### src/rtl/blkx_pkg.sv
package blkx_pkg;
  typedef enum logic [1:0] {
    XM_INC_AFTER  = 2'b00,
    XM_INC_BEFORE = 2'b01,
    XM_DEC_AFTER  = 2'b10,
    XM_DEC_BEFORE = 2'b11
  } xfer_mode_e;

  typedef enum logic [1:0] {
    SQ_IDLE = 2'b00,
    SQ_RUN  = 2'b01,
    SQ_FIN  = 2'b10
  } sq_state_e;
endpackage

### src/rtl/blkx_popcnt.sv
module blkx_popcnt #(
  parameter int W  = 16,
  parameter int CW = $clog2(W + 1)
) (
  input  logic [W-1:0]  vec,
  output logic [CW-1:0] cnt
);
  always_comb begin
    cnt = '0;
    for (int i = 0; i < W; i++) cnt = cnt + CW'(vec[i]);
  end
endmodule

### src/rtl/blkx_pick.sv
module blkx_pick #(
  parameter int W  = 16,
  parameter int IW = $clog2(W)
) (
  input  logic [W-1:0]  vec,
  output logic [IW-1:0] idx
);
  // lowest set bit wins: scan from the top so the lowest assignment lands last
  always_comb begin
    idx = '0;
    for (int i = W - 1; i >= 0; i--) begin
      if (vec[i]) idx = IW'(i);
    end
  end
endmodule

### src/rtl/blkx_addr_plan.sv
module blkx_addr_plan
  import blkx_pkg::*;
#(
  parameter int AW         = 32,
  parameter int CW         = 5,
  parameter int WORD_BYTES = 4
) (
  input  logic [AW-1:0] base,
  input  logic [CW-1:0] cnt,
  input  xfer_mode_e    mode,
  output logic [AW-1:0] first_addr,
  output logic [AW-1:0] final_base
);
  localparam logic [AW-1:0] STEP = AW'(WORD_BYTES);

  logic [AW-1:0] span;
  assign span = AW'(cnt) * STEP;

  always_comb begin
    unique case (mode)
      XM_INC_AFTER:  first_addr = base;
      XM_INC_BEFORE: first_addr = base + STEP;
      XM_DEC_AFTER:  first_addr = base - span + STEP;
      default:       first_addr = base - span;
    endcase
    final_base = mode[1] ? (base - span) : (base + span);
  end
endmodule

### src/rtl/blk_xfer_seq.sv
module blk_xfer_seq
  import blkx_pkg::*;
#(
  parameter int AW         = 32,
  parameter int NREG       = 16,
  parameter int WORD_BYTES = 4,
  localparam int IW        = $clog2(NREG),
  localparam int CW        = $clog2(NREG + 1)
) (
  input  logic          clk,
  input  logic          rst,
  input  logic          start,
  input  logic [AW-1:0] base_in,
  input  logic [NREG-1:0] reg_mask,
  input  logic [1:0]    mode,
  input  logic          is_load,
  input  logic          wb_en,
  output logic          busy,
  output logic          beat_valid,
  input  logic          beat_ready,
  output logic [AW-1:0] beat_addr,
  output logic [IW-1:0] beat_reg,
  output logic          beat_load,
  output logic          beat_last,
  output logic          done,
  output logic          wb_valid,
  output logic [AW-1:0] wb_value
);
  localparam logic [AW-1:0] STEP = AW'(WORD_BYTES);

  sq_state_e       state_q;
  logic [NREG-1:0] remain_q;
  logic [CW-1:0]   left_q;
  logic [AW-1:0]   addr_q;
  logic [AW-1:0]   fin_q;
  logic [IW-1:0]   idx_q;
  logic            ld_q;
  logic            wb_q;

  logic [CW-1:0]   req_cnt;
  logic [AW-1:0]   plan_first;
  logic [AW-1:0]   plan_final;
  logic [NREG-1:0] remain_clr;
  logic [NREG-1:0] pick_in;
  logic [IW-1:0]   pick_idx;
  logic            accept;
  logic            fire;

  assign accept     = (state_q == SQ_IDLE) && start;
  assign fire       = (state_q == SQ_RUN) && beat_ready;
  assign remain_clr = remain_q & ~(NREG'(1) << idx_q);
  assign pick_in    = (state_q == SQ_IDLE) ? reg_mask : remain_clr;

  blkx_popcnt #(.W(NREG), .CW(CW)) u_cnt (
    .vec (reg_mask),
    .cnt (req_cnt)
  );

  blkx_pick #(.W(NREG), .IW(IW)) u_pick (
    .vec (pick_in),
    .idx (pick_idx)
  );

  blkx_addr_plan #(.AW(AW), .CW(CW), .WORD_BYTES(WORD_BYTES)) u_plan (
    .base       (base_in),
    .cnt        (req_cnt),
    .mode       (xfer_mode_e'(mode)),
    .first_addr (plan_first),
    .final_base (plan_final)
  );

  always_ff @(posedge clk) begin
    if (rst) begin
      state_q  <= SQ_IDLE;
      remain_q <= '0;
      left_q   <= '0;
      addr_q   <= '0;
      fin_q    <= '0;
      idx_q    <= '0;
      ld_q     <= 1'b0;
      wb_q     <= 1'b0;
    end else begin
      unique case (state_q)
        SQ_IDLE: begin
          if (accept) begin
            remain_q <= reg_mask;
            left_q   <= req_cnt;
            addr_q   <= plan_first;
            fin_q    <= plan_final;
            idx_q    <= pick_idx;
            ld_q     <= is_load;
            wb_q     <= wb_en;
            state_q  <= (req_cnt == '0) ? SQ_FIN : SQ_RUN;
          end
        end
        SQ_RUN: begin
          if (fire) begin
            if (left_q == CW'(1)) begin
              state_q <= SQ_FIN;
            end else begin
              remain_q <= remain_clr;
              left_q   <= left_q - CW'(1);
              addr_q   <= addr_q + STEP;
              idx_q    <= pick_idx;
            end
          end
        end
        default: state_q <= SQ_IDLE;
      endcase
    end
  end

  assign busy       = (state_q != SQ_IDLE);
  assign beat_valid = (state_q == SQ_RUN);
  assign beat_addr  = addr_q;
  assign beat_reg   = idx_q;
  assign beat_load  = ld_q;
  assign beat_last  = (state_q == SQ_RUN) && (left_q == CW'(1));
  assign done       = (state_q == SQ_FIN);
  assign wb_valid   = (state_q == SQ_FIN) && wb_q;
  assign wb_value   = fin_q;
endmodule

### config.mk
export PLATFORM = sky130hd
export DESIGN_NAME = blk_xfer_seq
export DESIGN_NICKNAME = d
export VERILOG_FILES = /design/src/rtl/blkx_pkg.sv /design/src/rtl/blkx_popcnt.sv /design/src/rtl/blkx_pick.sv /design/src/rtl/blkx_addr_plan.sv /design/src/rtl/blk_xfer_seq.sv
export SDC_FILE = /design/constraint.sdc
export NUM_CORES = 1
export LEC_CHECK = 0
export ABC_AREA = 1
export BUFFER_PORTS_ARGS = -buffer_cell sky130_fd_sc_hd__buf_2
export CORE_ASPECT_RATIO = 1.2
export CORE_MARGIN = 2
export CORE_UTILIZATION = 54
export DETAILED_ROUTE_END_ITERATION = 8
export GPL_ROUTABILITY_DRIVEN = 0
export HOLD_SLACK_MARGIN = 0.12
export PLACE_DENSITY_LB_ADDON = 0.2
export SLEW_MARGIN = 20
export SYNTH_ARGS = -nofsm -noshare
export SYNTH_HDL_FRONTEND = slang
export SYNTH_SLANG_ARGS = --single-unit
export TNS_END_PERCENT = 20
### constraint.sdc
create_clock -name clk -period 7 [get_ports clk]
set_clock_uncertainty 0.2 [all_clocks]
set_input_delay 1.4 -clock clk [delete_from_list [all_inputs] [get_ports clk]]
set_output_delay 1.4 -clock clk [all_outputs]
set_load 0.005 [all_outputs]
==> summary.txt, run 1 <==
Synthesis
  – Syn_area_per_cell: a little under 6 um2
  – Synth cell types: 56
  – Post-Synth Adder-Cell Area: 0.0486
  – Top FF cell, synth: dfxtp_1
  – Seq cells post-synth: 93
  – Syn nets: about 1800
  – Ys async rst share: 0
  – Post-synth EDFFs: 0
  – Post-synthesis mux area share: 0
  – Synthesized instance count: ~1700
  – Compound-gate portion of the synthesized area: 0.203
  – Simple-gate share of the synthesized area: 0.437
  – Sequential area share after synthesis: 0.185
  – Yosys warns: 0
  – Largest family of logic cells by synthesized area: simple AND/OR/NAND/NOR gates
  – Synth Area in XOR/XNOR: 0.0199
  – Netlist Area Pre-Place: 10100 um2

GRT
  – Initial antenna violation count: 0
  – GRT Total Usage: 0.397
  – Remaining global-route overflow: 0
  – Largest net degree at the start of global routing: between 60 and 70
  – First-pass GRT wire length: 62300 um
  – Vias in the first global route: about 12000

Finish
  – Final core occ: 0.719
  – Finished Layout Cells: about 2200
  – Storage cell area: about 1900 um2
  – Ant diodes: 0
  – Layout cells sized above 1: 0.303
  – Multi-input combinational cell area: between 7000 and 8000 um2
  – Area growth syn-to-layout: 30.0%
  – Final nets: about 2100
  – Layout fillers: 1500

Timing
  – Worst-Margin Slew: 1.05 ns
  – Post-route setup TNS: -0.491 ns
  – Final period utilization: 1.01
  – Hold Violations, Final: 0
  – Final WS setup: -0.0813 ns
  – Final setup violating endpoints: 9
  – Min Tclk post-route: approximately 7 ns
  – RSZ-0062 raised after global routing: true
  – Max Slew Vio Count: 0
  – WHS: between 0.2 and 0.3 ns
  – Max Clk Rate: ~0.14 GHz
  – Slew margin rel.: 0.301

Worst setup path
  – Req. time, crit path: around 7 ns
  – CP Data Arrival Time: between 7 and 8 ns
  – Cells on worst reg2reg path: 11
  – Reg2reg end: beat_addr[27]
  – Max FO, Critical Path: 4
  – Crit. End Element: register
  – Critical R2R Launch: state_q[0]
  – Type of origin of the critical path: primary input
  – CP Class: in2reg
  – R2R setup slack: around 2.5 ns

Routing
  – DR vias/cell: 6.08
  – DRC Markers: 0
  – Initial DRC Count: roughly 2100
  – Drt first pass iters: 6
  – Number of routed nets with antenna violations: 0
  – Routed vias: ~13000
  – WL/cell: between 15 and 20 um
  – WL final: 41400 um

Floorplanning
  – Initial Util: 0.553
  – Core area: ~18000 um2
  – Die area: 19800 um2
  – Die width: about 130 um
  – I/O Pins: 130
  – Row count: 54
  – Die height: 154 um

Clock tree
  – Clock sink count: a little over 90
  – Total CTS buffers: 9
  – Maximum clock path buffer count: 2
  – Clock Pin Slew Worst Setup and Hold Paths: about 0.070 ns
  – Htree depth: 3
  – Clk root buf: clkbuf_16
  – CTS tree: built
  – Clock Latency Late Sink: 0.36 ns

Status
  – Failing checks: negative setup slack
  – Outcome: complete, but fails checks

Worst hold path
  – WHS Path Cells: 2
  – Worst Hold Path EP: wb_value[20]
  – Hold crit path type: reg2reg
  – Hold_sp: wb_value[20]

Placement
  – PortBufs: ~130
  – Post-placement cell count: 2164
  – HPWL Detailed: ~30000 um

Power
  – Pwr Density: 335 nW/um2
  – Max VDD drop: 0.000264 V
  – P_leak: around 6.2 nW

Run
  – Max Cap Violations: 0
-- cell type report --
class	instances	share of cell area
clock inverters	7	0.00725
clock buffers	9	0.0172
multi-input cells	1358	0.593
flip-flops and latches	93	0.142
repair buffers	325	0.164
inverters	191	0.0554
well taps	224	0.0214
-- placed cells by master, fill, tap and decap left out, types with 4 or more instances in the layout --
cell / Yosys / routed
a211oi_1: 4 / 4
a21oi_1: 123 / 120
a21oi_2: 9 / 11
a31oi_1: 22 / 22
buf_2: 15 / 127
buf_4: 2 / 194
clkbuf_16: 0 / 9
clkinv_1: 3 / 4
dfxtp_1: 93 / 93
fa_1: 12 / 9
ha_1: 20 / 14
ha_4: 0 / 5
inv_1: 170 / 161
inv_2: 17 / 22
nand2_1: 449 / 406
nand2_2: 25 / 60
nand2_4: 3 / 10
nand3_1: 150 / 133
nand3_2: 13 / 26
nand3_4: 2 / 6
nand4_1: 54 / 54
nor2_1: 160 / 134
nor2_2: 26 / 32
nor2_4: 11 / 31
nor3_1: 17 / 16
nor3_4: 3 / 5
nor4_1: 8 / 7
o211ai_1: 31 / 31
o21ai_0: 128 / 126
o21ai_1: 8 / 7
o21ai_2: 3 / 5
o221a_2: 6 / 6
o221ai_1: 5 / 5
or2_2: 14 / 14
xor2_1: 20 / 18
-- metrics by stage --
step / setup WS, ns / power (mW) / instance area, um2
finish: -0.0813 / 4.39 / 13100
detailed placement: -0.619 / 3.42 / 12000
floorplan: -0.00679 / 2.37 / 10100
global route: -0.310 / 4.66 / 13100
CTS: 0.0137 / 4.04 / 12400
global placement: -0.548 / 3.36 / 12000
-- worst max-delay path by stage --
| stage | from | end | slack, ns | cells after the start |
|---|---|---|---|---|
| 5_1_grt | reg_mask[1] | beat_addr[23] | -0.31 | 33 |
| 3_3_place_gp | reg_mask[0] | beat_addr[20] | -0.55 | 32 |
| 2_1_floorplan | reg_mask[0] | beat_addr[20] | -0.007 | 27 |
| 6_report | reg_mask[1] | beat_addr[20] | -0.08 | 28 |
| 4_1_cts | reg_mask[0] | beat_addr[20] | 0.01 | 32 |
| 3_5_place_dp | reg_mask[0] | beat_addr[20] | -0.62 | 32 |
-- Yosys cell counts (20+ instances only) --
cell type / number / area, um2
a21oi_1: 123 / 616
a31oi_1: 22 / 138
clkbuf_1: 57 / 214
dfxtp_1: 93 / 1860
ha_1: 20 / 250
inv_1: 170 / 638
nand2_1: 449 / 1690
nand2_2: 25 / 156
nand3_1: 150 / 751
nand4_1: 54 / 338
nor2_1: 160 / 601
nor2_2: 26 / 163
o211ai_1: 31 / 233
o21ai_0: 128 / 641
xor2_1: 20 / 175
-- worst max-delay path, cell delays in order --
cell	delay, ns
buf_8	0.10
ha_4	0.25
inv_2	0.03
fa_1	0.48
inv_2	0.04
fa_1	0.47
fa_1	0.52
inv_1	0.05
fa_1	0.45
fa_2	0.38
fa_2	0.58
inv_4	0.07
fa_2	0.45
o21ai_2	0.17
ha_1	0.19
inv_1	0.08
nor2_4	0.12
nand3_2	0.08
nor2_2	0.18
nand3_2	0.14
nor2_4	0.18
nand3_2	0.11
nor2_4	0.13
nand2_1	0.06
nand2_1	0.06
nor2_1	0.05
o21bai_1	0.19
a21oi_1	0.09
-- power breakdown --
group          internal, mW  leakage (nW)  switching (mW)
Clock                 0.315         0.156           0.233
Combinational          1.19          5.22            1.78
Sequential            0.707         0.770           0.169
Total                  2.21          6.15            2.18
-- cell families after synthesis --
group           Yosys count
simple gates            948
compound gates          355
buf+inv                 273
flops                    93
fa+ha+maj                32
xor+xnor                 22
-- what timing repair did --
action	CTS	global route
buffers inserted	4	22
cloned	0	1
setup endpoints to repair	30	40
hold buffers	0	0
pin swaps	11	52
gates resized for setup	33	125
-- metal layers --
| layer | share of wire | GRT usage | wire, um |
|---|---|---|---|
| met4 | 0.061 | 0.210 | 2520 |
| met1 | 0.38 | 0.514 | 15600 |
| met5 | 0 | 0 | 0 |
| met3 | 0.11 | 0.0727 | 4750 |
| met2 | 0.45 | 0.625 | 18600 |
Note: power is estimated with default switching activity, not from simulation.
==> run 2: changes to the inputs <==
Settings changed: SYNTH_HIERARCHICAL set to 1.
==> summary.txt, run 2 <==
Status
  – Outcome: finished, final reports clean (was complete, but fails checks)

Clock tree
  – Htree depth: 3 (unchanged)
  – Total CTS buffers: 9 (unchanged)
  – Clock sink count: 93 (unchanged)
  – CTS tree: built (unchanged)
  – Maximum clock path buffer count: 2 (unchanged)
  – Clock Pin Slew Worst Setup and Hold Paths: 0.08 ns (was 0.07 ns)
  – Clock Latency Late Sink: 0.37 ns (was 0.36 ns)
  – Clk root buf: clkbuf_16 (unchanged)
  – Hold Buf Count CTS: 0 (unchanged)

Floorplanning
  – I/O Pins: 130 (unchanged)
  – Die height: 154 um (about the same)
  – Die area: 19900 um2 (was 19800 um2)
  – Initial Util: 0.554 (was 0.553)
  – Core area: 18300 um2 (was 18200 um2)
  – Die width: 129 um (about the same)
  – Row count: 54 (unchanged)

Synthesis
  – Top FF cell, synth: dfxtp_1 (unchanged)
  – Count leader, synth: nand2_1 (unchanged)
  – Leading area contributor after synthesis: dfxtp_1 (unchanged)
  – Syn nets: 1899 (was 1811)
  – Post-synth top area share: 0.183 (was 0.185)
  – Sequential area share after synthesis: 0.183 (was 0.185)
  – Seq cells post-synth: 93 (unchanged)
  – Netlist Area Pre-Place: 10100 um2 (about the same)
  – Synthesized instance count: 1809 (was 1723)
  – Ys async rst share: 0 (unchanged)
  – Post-synth EDFFs: 0 (unchanged)
  – Synth cell types: 50 (was 56)
  – Top cells by area, synth: dfxtp_1 18%, nand2_1 18%, nor2_1 11% (was dfxtp_1 18%, nand2_1 17%, nand3_1 7.4%)
  – Leading cell types by count after synthesis: 493 x nand2_1, 287 x nor2_1, 171 x inv_1, 155 x nand3_1, 136 x o21ai_0 (was 449 x nand2_1, 170 x inv_1, 160 x nor2_1, 150 x nand3_1, 128 x o21ai_0)
  – Syn_area_per_cell: 5.61 um2 (was 5.85 um2)
  – Yosys warns: 6 (was 0)

Worst setup path
  – Max FO, Critical Path: 5 (was 4)
  – Crit-path max cell delay: 0.58 ns (about the same)
  – Crit. End Element: register (unchanged)
  – CP Data Arrival Time: 6.95 ns (was 7.12 ns)
  – Critical Path Stages: 32 (was 28)
  – Cells on worst reg2reg path: 8 (was 11)
  – Critical path buffers and inverters: 6 (unchanged)
  – Type of origin of the critical path: primary input (unchanged)
  – Reg2reg end: beat_addr[28] (was beat_addr[27])
  – CP Class: in2reg (unchanged)
  – R2R setup slack: 3.04 ns (was 2.50 ns)
  – Critical R2R Launch: state_q[0] (unchanged)
  – Crit path max-delay family: adder cells (unchanged)
  – Req. time, crit path: 7.08 ns (was 7.04 ns)
  – Slowest CP cell: fa_2 (unchanged)

Routing
  – Number of routed nets with antenna violations: 0 (unchanged)
  – Drt first pass iters: 6 (unchanged)
  – Routed vias: 13061 (was 13429)
  – DRC Markers: 0 (unchanged)
  – WL final: 36400 um (was 41400 um)
  – WL/cell: 16.1 um (was 18.8 um)
  – Initial DRC Count: 1760 (was 2097)
  – DR vias/cell: 5.79 (was 6.08)

GRT
  – Initial antenna violation count: 0 (unchanged)
  – First-pass GRT wire length: 55400 um (was 62300 um)
  – Largest net degree at the start of global routing: 54 (was 69)
  – GRT Total Usage: 0.342 (was 0.397)
  – Remaining global-route overflow: 0 (unchanged)
  – Vias in the first global route: 11355 (was 11927)

Timing
  – Hold Violations, Final: 0 (unchanged)
  – Post-route setup TNS: 0 ns (was -0.491 ns)
  – Min Tclk post-route: 6.87 ns (was 7.08 ns)
  – Max Clk Rate: 0.146 GHz (was 0.141 GHz)
  – Slew margin rel.: 0.295 (was 0.301)
  – Max Slew Vio Count: 0 (unchanged)
  – RSZ-0062 raised after global routing: true (unchanged)
  – Final period utilization: 0.981 (was 1.01)
  – Worst-Margin Slew: 1.06 ns (was 1.05 ns)
  – Final setup violating endpoints: 0 (was 9)

Power
  – Internal power: 2.13 mW (was 2.21 mW)
  – Pwr Density: 346 nW/um2 (was 335 nW/um2)
  – Sequential share of power: 0.207 (was 0.200)
  – Switching Share: 0.509 (was 0.497)
  – Switch Pwr: 2.21 mW (was 2.18 mW)
  – Clock power share: 0.125 (about the same)
  – P_leak: 5.85 nW (was 6.15 nW)
  – Logic pwr share: 0.668 (was 0.676)
  – Max VDD drop: 0.000303 V (was 0.000264 V)

Finish
  – Layout fillers: 1615 (was 1500)
  – Area growth syn-to-layout: 23.4% (was 30.0%)
  – Layout cells sized above 1: 0.235 (was 0.303)
  – Commonest non-fill, non-tap cell in the layout: nand2_1 (unchanged)
  – Most frequent cells in the layout: 476 x nand2_1, 267 x nor2_1, 159 x inv_1 (was 406 x nand2_1, 194 x buf_4, 161 x inv_1)
  – Final nets: 2087 (was 2066)
  – Final core occ: 0.684 (was 0.719)
  – Post-route cell area: 12500 um2 (was 13100 um2)
  – Ant diodes: 0 (unchanged)

Placement
  – PortBufs: 129 (unchanged)
  – Placed Instance Area: 11500 um2 (was 12000 um2)
  – HPWL Detailed: 26200 um (was 30100 um)

Worst hold path
  – Hold_sp: remain_q[5] (was wb_value[20])
  – Worst Hold Path EP: remain_q[5] (was wb_value[20])
  – WHS Path Cells: 2 (unchanged)
  – Hold crit path type: reg2reg (unchanged)

Run
  – Max Cap Violations: 0 (unchanged)
run 2: cell count changes in the layout (fill, tap and decap cells not counted), moves of 10 or more:
| cell | previous run | this run |
|---|---|---|
| buf_4 | 194 | 129 |
| nor2_1 | 134 | 267 |
| nand2_1 | 406 | 476 |
| o211ai_1 | 31 | 10 |
| nand3_1 | 133 | 143 |
| nand3_2 | 26 | 14 |
| a21oi_1 | 120 | 99 |
| or2_2 | 14 | 3 |
| a31oi_1 | 22 | 6 |
| nand4_1 | 54 | 31 |
| nand2_2 | 60 | 34 |
run 2: worst max path at each step:
stage               slack [ns]             to          from
CTS                     -0.001  beat_addr[30]   reg_mask[5]
global route             -0.11  beat_addr[30]   reg_mask[0]
detailed placement       -0.47  beat_addr[30]  reg_mask[11]
floorplan                 0.22  beat_addr[28]  reg_mask[11]
global placement         -0.42  beat_addr[30]   reg_mask[5]
finish                    0.13  beat_addr[28]   reg_mask[0]
run 2: metrics by stage:
| stage | hold slack (ns) | worst slack [ns] | total power [mW] | cells |
|---|---|---|---|---|
| detailed placement | 0.252 | -0.467 | 3.39 | 2217 |
| global route | 0.288 | -0.106 | 4.69 | 2254 |
| floorplan | 0.240 | 0.220 | 2.60 | 1809 |
| global placement | 0.249 | -0.420 | 3.34 | 2217 |
| CTS | 0.266 | -0.00109 | 3.99 | 2238 |
| finish | 0.267 | 0.132 | 4.34 | 2254 |
run 2: worst min-delay path, stage by stage (launching register included):
cell	delay, ns
dfxtp_1	0.31
nand2_1	0.06
a21oi_1	0.05
run 2: layer usage:
| layer | up-vias | track usage | routed length [um] |
|---|---|---|---|
| li1 | 6208 | - | - |
| met1 | 5863 | 0.465 | 14700 |
| met2 | 844 | 0.540 | 16500 |
| met3 | 146 | 0.0384 | 3400 |
| met4 | 0 | 0.160 | 1740 |
| met5 | - | 0 | 0 |
run 2: cell type report:
cell class                      count  area [um2]  area share
Multi-Input combinational cell   1445        7620       0.608
Sequential cell                    93        1860       0.149
Timing Repair Buffer              262        1700       0.135
Inverter                          186         714      0.0570
Tap cell                          252         315      0.0252
Clock buffer                        9         225      0.0180
Clock inverter                      7        92.6     0.00739
run 2: what timing repair did:
item | in CTS | in global routing
buffers inserted | 5 | 16
pin swaps | 6 | 48
resized for setup | 12 | 124
endpoints found under the setup margin | 13 | 29
run 2: power groups by stage:
stage	clock network, mW	logic, mW	registers, mW
6_report	0.541	2.90	0.900
5_1_grt	0.565	3.20	0.925
4_1_cts	0.545	2.55	0.894
3_5_place_dp	0	2.48	0.904
3_3_place_gp	0	2.44	0.899
2_1_floorplan	0	1.73	0.861
run 2: logic make-up after synthesis:
kind of cell | after synthesis | share of synthesized area
AO/OA/AOI/OAI | 303 | 0.163
multiplexers | 2 | 0.00210
flip-flops | 93 | 0.183
adder cells (fa/ha/maj) | 34 | 0.0508
buffers and inverters | 271 | 0.113
AND/OR/NAND/NOR | 1081 | 0.467
XOR/XNOR | 25 | 0.0216
==> run 3: changes to the inputs <==
--- a/config.mk
+++ b/config.mk
@@ -12,2 +12,3 @@
 export CORE_UTILIZATION = 54
+export CTS_CLUSTER_SIZE = 25
 export DETAILED_ROUTE_END_ITERATION = 8
@@ -21,2 +22,2 @@
 export SYNTH_SLANG_ARGS = --single-unit
-export TNS_END_PERCENT = 20
+export TNS_END_PERCENT = 50
==> constraint.sdc (replaced) <==
create_clock -name clk -period 7 [get_ports clk]
set_clock_uncertainty 0.2 [all_clocks]
set_input_delay 1.05 -clock clk [delete_from_list [all_inputs] [get_ports clk]]
set_output_delay 1.05 -clock clk [all_outputs]
set_load 0.005 [all_outputs]
==> summary.txt, run 3 (synthesis gave the netlist of run 2 again) <==
Worst setup path
  – Req. time, crit path: 7.08 ns (about the same)
  – CP Data Arrival Time: 6.77 ns (was 6.95 ns)
  – CP Class: in2reg (unchanged)
  – Type of origin of the critical path: primary input (unchanged)
  – Crit-path most repeated cell: nand2_1
  – Crit. End Element: register (unchanged)
  – R2R setup slack: 2.97 ns (was 3.04 ns)
  – Slowest CP cell: fa_1 (was fa_2)
  – Crit-path max cell delay: 0.57 ns (was 0.58 ns)
  – Max FO, Critical Path: 4 (was 5)

Placement
  – PortBufs: 129 (unchanged)
  – HPWL Detailed: 26000 um (was 26200 um)

GRT
  – Vias in the first global route: 10878 (was 11355)
  – Remaining global-route overflow: 0 (unchanged)
  – Initial antenna violation count: 0 (unchanged)
  – Largest net degree at the start of global routing: 53 (was 54)
  – First-pass GRT wire length: 53800 um (was 55400 um)
  – GRT Total Usage: 0.333 (was 0.342)

Clock tree
  – Total CTS buffers: 9 (unchanged)
  – Maximum clock path buffer count: 2 (unchanged)
  – Clock Latency Late Sink: 0.36 ns (was 0.37 ns)
  – Clk root buf: clkbuf_16 (unchanged)
  – Clock Pin Slew Worst Setup and Hold Paths: 0.08 ns (about the same)
  – Htree depth: 3 (unchanged)
  – CTS tree: built (unchanged)
  – Hold Buf Count CTS: 0 (unchanged)
  – Clock sink count: 93 (unchanged)

Floorplanning
  – Row count: 54 (unchanged)
  – Die area: 19900 um2 (unchanged)
  – Core area: 18300 um2 (unchanged)
  – Die width: 129 um (unchanged)
  – Die height: 154 um (unchanged)
  – Initial Util: 0.554 (unchanged)
  – I/O Pins: 130 (unchanged)

Routing
  – DRC Markers: 0 (unchanged)
  – Routed vias: 12380 (was 13061)
  – Number of routed nets with antenna violations: 0 (unchanged)
  – DR vias/cell: 5.66 (was 5.79)
  – WL final: 34600 um (was 36400 um)
  – WL/cell: 15.8 um (was 16.1 um)
  – Drt first pass iters: 7 (was 6)
  – Initial DRC Count: 1514 (was 1760)

Power
  – Max VDD drop: 0.000221 V (was 0.000303 V)
  – Pwr Density: 338 nW/um2 (was 346 nW/um2)
  – P_leak: 5.41 nW (was 5.85 nW)
  – Overall Power: 3.92 mW (was 4.34 mW)

Timing
  – Final setup violating endpoints: 0 (unchanged)
  – Min Tclk post-route: 6.69 ns (was 6.87 ns)
  – Max Slew Vio Count: 0 (unchanged)
  – Worst-Margin Slew: 1.09 ns (was 1.06 ns)
  – Final period utilization: 0.955 (was 0.981)
  – Hold Violations, Final: 0 (unchanged)
  – Slew margin rel.: 0.272 (was 0.295)
  – Post-route setup TNS: 0 ns (unchanged)
  – Max Clk Rate: 0.150 GHz (was 0.146 GHz)

Finish
  – Most frequent cells in the layout: 492 x nand2_1, 281 x nor2_1, 170 x inv_1 (was 476 x nand2_1, 267 x nor2_1, 159 x inv_1)
  – Area growth syn-to-layout: 14.2% (was 23.4%)
  – Storage cell area: 1860 um2 (unchanged)
  – Layout fillers: 1842 (was 1615)
  – Final core occ: 0.633 (was 0.684)
  – Ant diodes: 0 (unchanged)
  – Layout cells sized above 1: 0.176 (was 0.235)
  – Commonest non-fill, non-tap cell in the layout: nand2_1 (unchanged)
  – Final nets: 2020 (was 2087)
  – Multi-input combinational cell area: 7280 um2 (was 7620 um2)

Worst hold path
  – Hold crit path type: reg2reg (unchanged)

Status
  – Outcome: finished, final reports clean (unchanged)

Run
  – Max Cap Violations: 0 (unchanged)
-- run 3: cell count changes in the layout (fill, tap and decap cells not counted), moves of 5 or more --
cell,delta
nand3_1,+7
a21oi_2,-5
inv_1,+11
nand2_1,+16
nor2_4,-11
nor2_1,+14
buf_4,-63
buf_6,-6
inv_2,-10
nand2_4,-14
a21oi_1,+5
-- run 3: cell type report --
class | instances | share of cell area
sequential | 93 | 0.161
multi-input combinational | 1445 | 0.628
inverter | 186 | 0.0614
timing repair buffer | 195 | 0.0985
tap | 252 | 0.0272
clock inverter | 7 | 0.00475
clock buffer | 9 | 0.0194
-- run 3: critical path, delay by kind of cell --
kind	cells	cell delay (ns)
and+or+nand+nor	13	1.40
buffers and inverters	6	0.40
AOI/OAI and AO/OA	3	0.53
adders and majority gates	8	3.40
-- run 3: path summary, 6_finish.rpt --
| check | start | end | cells past startpoint |
|---|---|---|---|
| min | remain_q[3] | remain_q[3] | 2 |
| max | reg_mask[5] | beat_addr[30] | 30 |
| max reg2reg | state_q[0] | beat_addr[17] | 7 |
| min reg2reg | remain_q[3] | remain_q[3] | 2 |
-- run 3: layer usage --
metal / wire [um] / share of wire / global-route usage / vias up
met4: 1450 / 0.042 / 0.142 / 0
met5: 0 / 0 / 0 / -
li1: - / - / - / 6070
met3: 2830 / 0.082 / 0.0443 / 93
met1: 14800 / 0.43 / 0.444 / 5589
met2: 15500 / 0.45 / 0.537 / 628
-- run 3: where the power goes --
part	switching [mW]	internal [mW]	leakage (nW)	total [mW]
Clock	0.246	0.247	0.139	0.493
Sequential	0.186	0.716	0.769	0.902
Combinational	1.60	0.924	4.50	2.52
-- run 3: metrics by stage --
| step | hold slack [ns] | instance area [um2] | std cells | setup WS (ns) |
|---|---|---|---|---|
| 6_report | 0.268 | 11600 | 2187 | 0.313 |
| 5_1_grt | 0.285 | 11600 | 2187 | -0.0402 |
| 4_1_cts | 0.267 | 11400 | 2184 | 0.113 |
| 3_5_place_dp | 0.255 | 11200 | 2168 | -0.219 |
| 3_3_place_gp | 0.249 | 11100 | 2168 | -0.117 |
| 2_1_floorplan | 0.240 | 10100 | 1809 | 0.570 |
-- run 3: what timing repair did --
item                       in CTS  in global routing
setup endpoints to repair       0                 19
resized for setup               0                 31
setup buffers                   0                  3
